File: config.mk
export PLATFORM = sky130hd
export DESIGN_NAME = atb_top
export DESIGN_NICKNAME = d
export VERILOG_FILES = /design/src/rtl/atb_pkg.sv /design/src/rtl/atb_ctrl.sv /design/src/rtl/atb_datapath.sv /design/src/rtl/atb_top.sv
export SDC_FILE = /design/constraint.sdc
export NUM_CORES = 1
export LEC_CHECK = 0
export BUFFER_PORTS_ARGS = -buffer_cell sky130_fd_sc_hd__buf_2
export CAP_MARGIN = 20
export CORE_ASPECT_RATIO = 1.4
export CORE_MARGIN = 5
export CORE_UTILIZATION = 46
export DETAILED_ROUTE_END_ITERATION = 6
export GPL_ROUTABILITY_DRIVEN = 0
export HOLD_SLACK_MARGIN = 0.02
export PLACE_DENSITY = 0.69
export SLEW_MARGIN = 20
export SYNTH_ARGS = -nofsm -noshare
export SYNTH_HDL_FRONTEND = slang
export SYNTH_HIERARCHICAL = 1
export SYNTH_SLANG_ARGS = --single-unit
File: constraint.sdc
create_clock -name clk -period 4.3 [get_ports clk]
set_clock_uncertainty 0.15 [all_clocks]
set_input_delay 1.29 -clock clk [delete_from_list [all_inputs] [get_ports clk]]
set_output_delay 1.29 -clock clk [all_outputs]
set_load 0.02 [all_outputs]
File: src/rtl/atb_pkg.sv
package atb_pkg;
  localparam int ATB_ENTRIES = 8;
  localparam int ATB_IDX_W = $clog2(ATB_ENTRIES);

  typedef struct packed {
    logic [ATB_ENTRIES-1:0] entryWrite;
    logic                   iprLoad;
    logic                   iprClear;
    logic                   respHit;
    logic                   respFromIpr;
    logic [ATB_IDX_W-1:0]   respIdx;
  } atbStrobes_t;
endpackage

File: src/rtl/atb_ctrl.sv
module atb_ctrl
  import atb_pkg::*;
(
  input  logic                   clk,
  input  logic                   rstN,
  input  logic                   lookupValid,
  input  logic                   fetchReq,
  input  logic                   seqFetch,
  input  logic                   fillValid,
  input  logic                   segTableWrite,
  input  logic                   lockWrite,
  input  logic [ATB_IDX_W-1:0]   lockIdx,
  input  logic                   lockSet,
  input  logic [ATB_ENTRIES-1:0] tagMatch,
  input  logic                   iprMatch,
  output atbStrobes_t            strobes,
  output logic                   hitOut,
  output logic                   missOut
);
  localparam int E = ATB_ENTRIES;

  logic [E-1:0] validBits, usageBits, lockBits;
  logic [E-1:0] hitVec, hitOh, eligVec, victimOh, fillOh;
  logic [E-1:0] usageMerged, usageNext, validNext;
  logic [ATB_IDX_W-1:0] hitIdx;
  logic useIpr, arrayLookup, anyHit, arrayHit, doFill;

  function automatic logic [E-1:0] lowestOne(input logic [E-1:0] v);
    logic [E-1:0] res;
    res = '0;
    for (int i = E - 1; i >= 0; i--) begin
      if (v[i]) begin
        res = '0;
        res[i] = 1'b1;
      end
    end
    return res;
  endfunction

  function automatic logic [ATB_IDX_W-1:0] indexOf(input logic [E-1:0] oh);
    logic [ATB_IDX_W-1:0] idx;
    idx = '0;
    for (int i = 0; i < E; i++) begin
      if (oh[i]) idx = ATB_IDX_W'(i);
    end
    return idx;
  endfunction

  always_comb begin
    useIpr      = lookupValid && fetchReq && seqFetch && iprMatch;
    arrayLookup = lookupValid && !useIpr;
    hitVec      = tagMatch & validBits;
    anyHit      = |hitVec;
    arrayHit    = arrayLookup && anyHit;
    hitOh       = lowestOne(hitVec);
    hitIdx      = indexOf(hitOh);
    eligVec     = ~usageBits & ~lockBits;
    victimOh    = lowestOne(eligVec);
    doFill      = fillValid && !segTableWrite && (|eligVec);
    fillOh      = doFill ? victimOh : '0;
    usageMerged = usageBits | (arrayHit ? hitOh : '0) | fillOh;
    if (segTableWrite || (&usageMerged)) usageNext = '0;
    else usageNext = usageMerged;
    validNext   = segTableWrite ? '0 : (validBits | fillOh);
  end

  always_comb begin
    strobes.entryWrite  = fillOh;
    strobes.iprLoad     = arrayHit && fetchReq && !segTableWrite;
    strobes.iprClear    = segTableWrite;
    strobes.respHit     = useIpr || arrayHit;
    strobes.respFromIpr = useIpr;
    strobes.respIdx     = hitIdx;
  end

  always_ff @(posedge clk) begin
    if (!rstN) begin
      validBits <= '0;
      usageBits <= '0;
      lockBits  <= '0;
      hitOut    <= 1'b0;
      missOut   <= 1'b0;
    end else begin
      validBits <= validNext;
      usageBits <= usageNext;
      if (lockWrite) lockBits[lockIdx] <= lockSet;
      hitOut    <= useIpr || arrayHit;
      missOut   <= arrayLookup && !anyHit;
    end
  end
endmodule

File: src/rtl/atb_datapath.sv
module atb_datapath
  import atb_pkg::*;
#(
  parameter int VTAG_W   = 20,
  parameter int NARROW_W = 12,
  parameter int FRAME_W  = 12
) (
  input  logic                   clk,
  input  logic                   rstN,
  input  logic [VTAG_W-1:0]      lookupTag,
  input  logic [VTAG_W-1:0]      fillTag,
  input  logic [FRAME_W-1:0]     fillFrame,
  input  logic                   wideMode,
  input  atbStrobes_t            strobes,
  output logic [ATB_ENTRIES-1:0] tagMatch,
  output logic                   iprMatch,
  output logic [FRAME_W-1:0]     frameOut
);
  localparam int E = ATB_ENTRIES;
  localparam logic [VTAG_W-1:0] NARROW_MASK =
    {{(VTAG_W - NARROW_W){1'b0}}, {NARROW_W{1'b1}}};

  logic [VTAG_W-1:0]  tagArr   [E];
  logic [FRAME_W-1:0] frameArr [E];
  logic [VTAG_W-1:0]  lookupEff, fillEff, iprTag;
  logic [FRAME_W-1:0] iprFrame, selFrame;
  logic               iprValid;

  assign lookupEff = wideMode ? lookupTag : (lookupTag & NARROW_MASK);
  assign fillEff   = wideMode ? fillTag : (fillTag & NARROW_MASK);
  assign selFrame  = frameArr[strobes.respIdx];
  assign iprMatch  = iprValid && (iprTag == lookupEff);

  for (genvar g = 0; g < E; g++) begin : g_cmp
    assign tagMatch[g] = (tagArr[g] == lookupEff);
  end

  always_ff @(posedge clk) begin
    if (!rstN) begin
      for (int i = 0; i < E; i++) begin
        tagArr[i]   <= '0;
        frameArr[i] <= '0;
      end
    end else begin
      for (int i = 0; i < E; i++) begin
        if (strobes.entryWrite[i]) begin
          tagArr[i]   <= fillEff;
          frameArr[i] <= fillFrame;
        end
      end
    end
  end

  always_ff @(posedge clk) begin
    if (!rstN) begin
      iprValid <= 1'b0;
      iprTag   <= '0;
      iprFrame <= '0;
      frameOut <= '0;
    end else begin
      if (strobes.iprClear) begin
        iprValid <= 1'b0;
      end else if (strobes.iprLoad) begin
        iprValid <= 1'b1;
        iprTag   <= lookupEff;
        iprFrame <= selFrame;
      end
      if (strobes.respHit) frameOut <= strobes.respFromIpr ? iprFrame : selFrame;
      else frameOut <= '0;
    end
  end
endmodule

File: src/rtl/atb_top.sv
module atb_top
  import atb_pkg::*;
#(
  parameter int VTAG_W   = 20,
  parameter int NARROW_W = 12,
  parameter int FRAME_W  = 12
) (
  input  logic                 clk,
  input  logic                 rstN,
  input  logic                 lookupValid,
  input  logic [VTAG_W-1:0]    lookupTag,
  input  logic                 fetchReq,
  input  logic                 seqFetch,
  input  logic                 wideMode,
  input  logic                 fillValid,
  input  logic [VTAG_W-1:0]    fillTag,
  input  logic [FRAME_W-1:0]   fillFrame,
  input  logic                 segTableWrite,
  input  logic                 lockWrite,
  input  logic [ATB_IDX_W-1:0] lockIdx,
  input  logic                 lockSet,
  output logic                 hitOut,
  output logic                 missOut,
  output logic [FRAME_W-1:0]   frameOut
);
  atbStrobes_t            strobes;
  logic [ATB_ENTRIES-1:0] tagMatch;
  logic                   iprMatch;

  atb_ctrl ctrlInst (
    .clk(clk), .rstN(rstN), .lookupValid(lookupValid), .fetchReq(fetchReq),
    .seqFetch(seqFetch), .fillValid(fillValid), .segTableWrite(segTableWrite),
    .lockWrite(lockWrite), .lockIdx(lockIdx), .lockSet(lockSet),
    .tagMatch(tagMatch), .iprMatch(iprMatch), .strobes(strobes),
    .hitOut(hitOut), .missOut(missOut)
  );

  atb_datapath #(.VTAG_W(VTAG_W), .NARROW_W(NARROW_W), .FRAME_W(FRAME_W)) dpInst (
    .clk(clk), .rstN(rstN), .lookupTag(lookupTag), .fillTag(fillTag),
    .fillFrame(fillFrame), .wideMode(wideMode), .strobes(strobes),
    .tagMatch(tagMatch), .iprMatch(iprMatch), .frameOut(frameOut)
  );
endmodule

==> key figures <==
Outcome
  • Status: finished with violations
  • Failing checks: setup timing

Logic synthesis
  • Cell taking the most area after synthesis: edfxtp_1
  • Synth area leaders: edfxtp_1 48%, dfxtp_1 8.9%, and3_1 6.2%
  • #FFs+latches synth: between 300 and 400
  • FFs w/ async S/R, synth: 0%
  • Synth warnings: 6
  • Seq/Total Area, Yosys: 57.1%
  • Cell with the most instances after synthesis: edfxtp_1
  • Cell area after synthesis: roughly 16,000 um2
  • Synth Flop Type: edfxtp_1
  • Mapped Nets: 1,414
  • Post-synth top cells: 256 x edfxtp_1, 158 x and3_1, 93 x nor2_1, 79 x and2_1, 73 x xor2_1
  • Post-synthesis area per instance: ~12 um2
  • Syn Inst Count: 1,349
  • Synth top area share: 48.2%
  • Distinct cells, synth: between 60 and 70
  • Post-synth EDFFs: 256

Routing
  • DR vias: 11,544
  • Initial drt markers: 1,031
  • Routed WL: 45.7 mm
  • DRC Markers: 0
  • Mean routed wirelength per cell: 22.9 um
  • Routed Antenna Nets: 0
  • Total iterations of the first detailed-routing run: 5
  • Average vias per placed instance: about 5.8

Global route
  • Vias in the first global route: 11,584
  • Largest net degree at the start of global routing: 135
  • Congestion Overflow GR: 0
  • Global Route Usage Sum: between 20% and 30%
  • Antenna violations before repair: 0
  • First-pass GRT wire length: 68.8 mm

Timing
  • Actual slew at the worst max-slew pin: roughly 600 ps
  • Slew Limit Fails: 0
  • Post-layout min period: about 4400 ps
  • Final Setup Violations: 24
  • Final hold vios: 0
  • Fin crit share: 103%
  • RSZ-0062 raised after global routing: yes
  • Max transition margin: 60.6%
  • Fmax: 0.225 GHz
  • Final WS setup: -147 ps

Run
  • Maxcap violations: 0

Clock network
  • CTS sink count: ~330
  • CTS HTree Levels: 2
  • Clock buffer depth: 3
  • Clk_lat worst skew: 520 ps
  • CTS Buf Count: 34
  • Root Driver: clkbuf_16
  • CTS tree: built
  • Clock-pin slew on the worst setup and hold paths: around 60 ps

Worst setup path
  • Reg-to-Reg Start: dpInst/tagArr[0][69]$_SDFFCE_PN0P_
  • Element type at the critical path end: flop
  • Classification of the worst setup path: in2reg
  • Worst-path cell chain: buf_4, xor2_1, a221oi_4, nand4_1, nor4_2, buf_4, nor4b_4, and3_4, a21o_1, o22ai_2, a21oi_4, buf_12, buf_6, mux4_2, mux2_4, mux2i_1, nor2_1
  • Buf+Inv Stages, Crit Path: 4
  • Reg-to-reg endpoint: dpInst/frameOut[8]$_SDFF_PN0_
  • WP data arrival: 4710 ps
  • CP max FO: 5
  • Slowest stage cell, crit path: mux4_2
  • Crit-path most repeated cell: buf_4
  • Critical path data required time: 4560 ps
  • Reg2reg path depth: 17
  • Flop2flop setup slack: 260 ps
  • CP peak stage delay: 490 ps
  • Top delay family on crit path: simple AND/OR/NAND/NOR gates
  • Startpoint class of the critical path: input pin

Min path
  • Critical hold path startpoint: dpInst/iprTag[1]$_SDFFE_PN0P_
  • Hold Crit Depth: 2
  • HP Class: reg2reg
  • Worst hold endpoint: dpInst/iprTag[1]$_SDFFE_PN0P_

Die
  • Core ar.: 34,200 um2
  • Chip height: approximately 230 um
  • Site Rows: 80
  • I/O Pins: 79
  • Initial Util: 46.6%
  • Die area: 38,600 um2
  • Die width: 167 um

Place
  • Cell Area, Placed: between 15,000 and 20,000 um2
  • Post-DP HPWL: 30.4 mm
  • Port Buffers: 78

Layout
  • Layout fillers: 2,850
  • Fraction of layout cells with a size suffix above 1: between 20% and 30%
  • Nets@finish: 1,584
  • Final Cell Area: about 19,000 um2
  • # diodes: 0
  • Area growth syn-to-layout: 20.1%
  • Multi-input gate area: 6510 um2
  • FF/Latch Area: just over 9000 um2
  • Fin util: 56.0%

Power
  • Pwr Density: 364 nW/um2
  • Total leakage power: 7.69 nW
  • Peak supply drop: 0.364 mV
metal layers:
layer | global-route usage [%] | wire length (um) | vias up
met1 | 29.1 | 17500 | 5717
met3 | 2.81 | 3080 | 89
met2 | 40.9 | 23500 | 439
met4 | 9.19 | 1680 | 0
met5 | 0 | 0 | -
li1 | - | - | 5299
power breakdown:
| part | switching [mW] | internal (mW) | total [mW] |
|---|---|---|---|
| Combinational | 0.373 | 0.250 | 0.623 |
| Clock | 1.20 | 1.58 | 2.77 |
| Sequential | 0.0559 | 3.52 | 3.58 |
layout by cell type, fill, tap and decap left out, drive strengths merged, types with 5 or more instances in the layout:
| master | Yosys | routed |
|---|---|---|
| nor2 | 93 | 93 |
| nor3 | 16 | 16 |
| nand3 | 35 | 35 |
| inv | 14 | 15 |
| mux2i | 21 | 21 |
| nor2b | 12 | 12 |
| nand2b | 15 | 15 |
| edfxtp | 256 | 256 |
| dfxtp | 71 | 71 |
| o21ai | 51 | 51 |
| nand2 | 67 | 67 |
| nand4 | 17 | 17 |
| a22oi | 14 | 14 |
| nor4bb | 5 | 5 |
| a21boi | 14 | 14 |
| nor4 | 30 | 30 |
| o221ai | 6 | 6 |
| mux4 | 24 | 24 |
| mux2 | 12 | 12 |
| a31oi | 10 | 10 |
| clkinv | 0 | 12 |
| xor2 | 73 | 73 |
| and3 | 160 | 160 |
| xnor2 | 65 | 65 |
| a311oi | 10 | 10 |
| and2 | 79 | 79 |
| o22ai | 10 | 10 |
| clkbuf | 72 | 47 |
| a21oi | 14 | 14 |
| buf | 36 | 240 |
per-stage QoR:
step                      TNS, ps  std cells  total power, mW  setup WS (ps)  hold WS [ps]
after CTS                    -770       1994             7.02           -107           331
after global routing        -6680       1995             7.20           -339           347
after global placement     -27780       1927             4.23           -842           313
after detailed placement   -32950       1927             4.25           -993           323
final                       -2210       1995             6.97           -147           329
after floorplan              -303       1349             3.97          -31.5           291
how the worst max path moves through the flow:
| stage | to | startpoint | slack [ps] | depth (start not counted) |
|---|---|---|---|---|
| after floorplan | dpInst/frameOut[10]$_SDFF_PN0_ | lookupTag[7] | -30 | 16 |
| after global placement | dpInst/frameOut[10]$_SDFF_PN0_ | lookupTag[10] | -840 | 16 |
| after detailed placement | dpInst/frameOut[10]$_SDFF_PN0_ | lookupTag[10] | -990 | 16 |
| after CTS | dpInst/frameOut[9]$_SDFF_PN0_ | lookupTag[7] | -110 | 19 |
| after global routing | dpInst/frameOut[3]$_SDFF_PN0_ | lookupTag[9] | -340 | 18 |
| final | dpInst/frameOut[8]$_SDFF_PN0_ | lookupTag[10] | -150 | 17 |
state kept, by name, summed over array words and instances (netlist names):
| name | flops |
|---|---|
| dpInst/iprFrame | 12 |
| dpInst/frameOut | 12 |
| dpInst/frameArr | 96 |
| dpInst/tagArr | 160 |
| ctrlInst/hitOut | 1 |
| dpInst/iprValid | 1 |
| ctrlInst/usageBits | 8 |
| ctrlInst/lockBits | 8 |
| dpInst/iprTag | 20 |
| ctrlInst/validBits | 8 |
| ctrlInst/missOut | 1 |
tightest hold or removal path: stages (launching register included):
cell	delay, ps
dfxtp_1	320
nand2_1	50
a21boi_0	60
cells by family (layout without fill, tap and decap cells):
family / after synthesis / after routing / share of synthesized area (%)
AO/OA/AOI/OAI: 159 / 159 / 6.91
multiplexers: 57 / 57 / 6.07
XOR/XNOR: 138 / 138 / 7.58
buffers and inverters: 122 / 317 / 3.37
flip-flops: 327 / 327 / 57.1
AND/OR/NAND/NOR: 546 / 546 / 19.0
final cells by class:
type                       instances  share of cell area (%)
sequential                       327                    47.6
multi-input combinational        900                    34.0
timing repair buffer             242                    9.86
clock buffer                      45                    4.82
tap                              451                    2.95
clock inverter                    16                   0.555
inverter                          14                   0.287
timing repair:
action,4_1_cts,5_1_grt
hold endpoints to repair,0,0
gates cloned,2,1
endpoints found under the setup margin,24,48
buffers inserted,4,3
gates resized for setup,28,24
hold buffers,0,0
pin swaps,4,10
(Power assumes the default switching activity.)
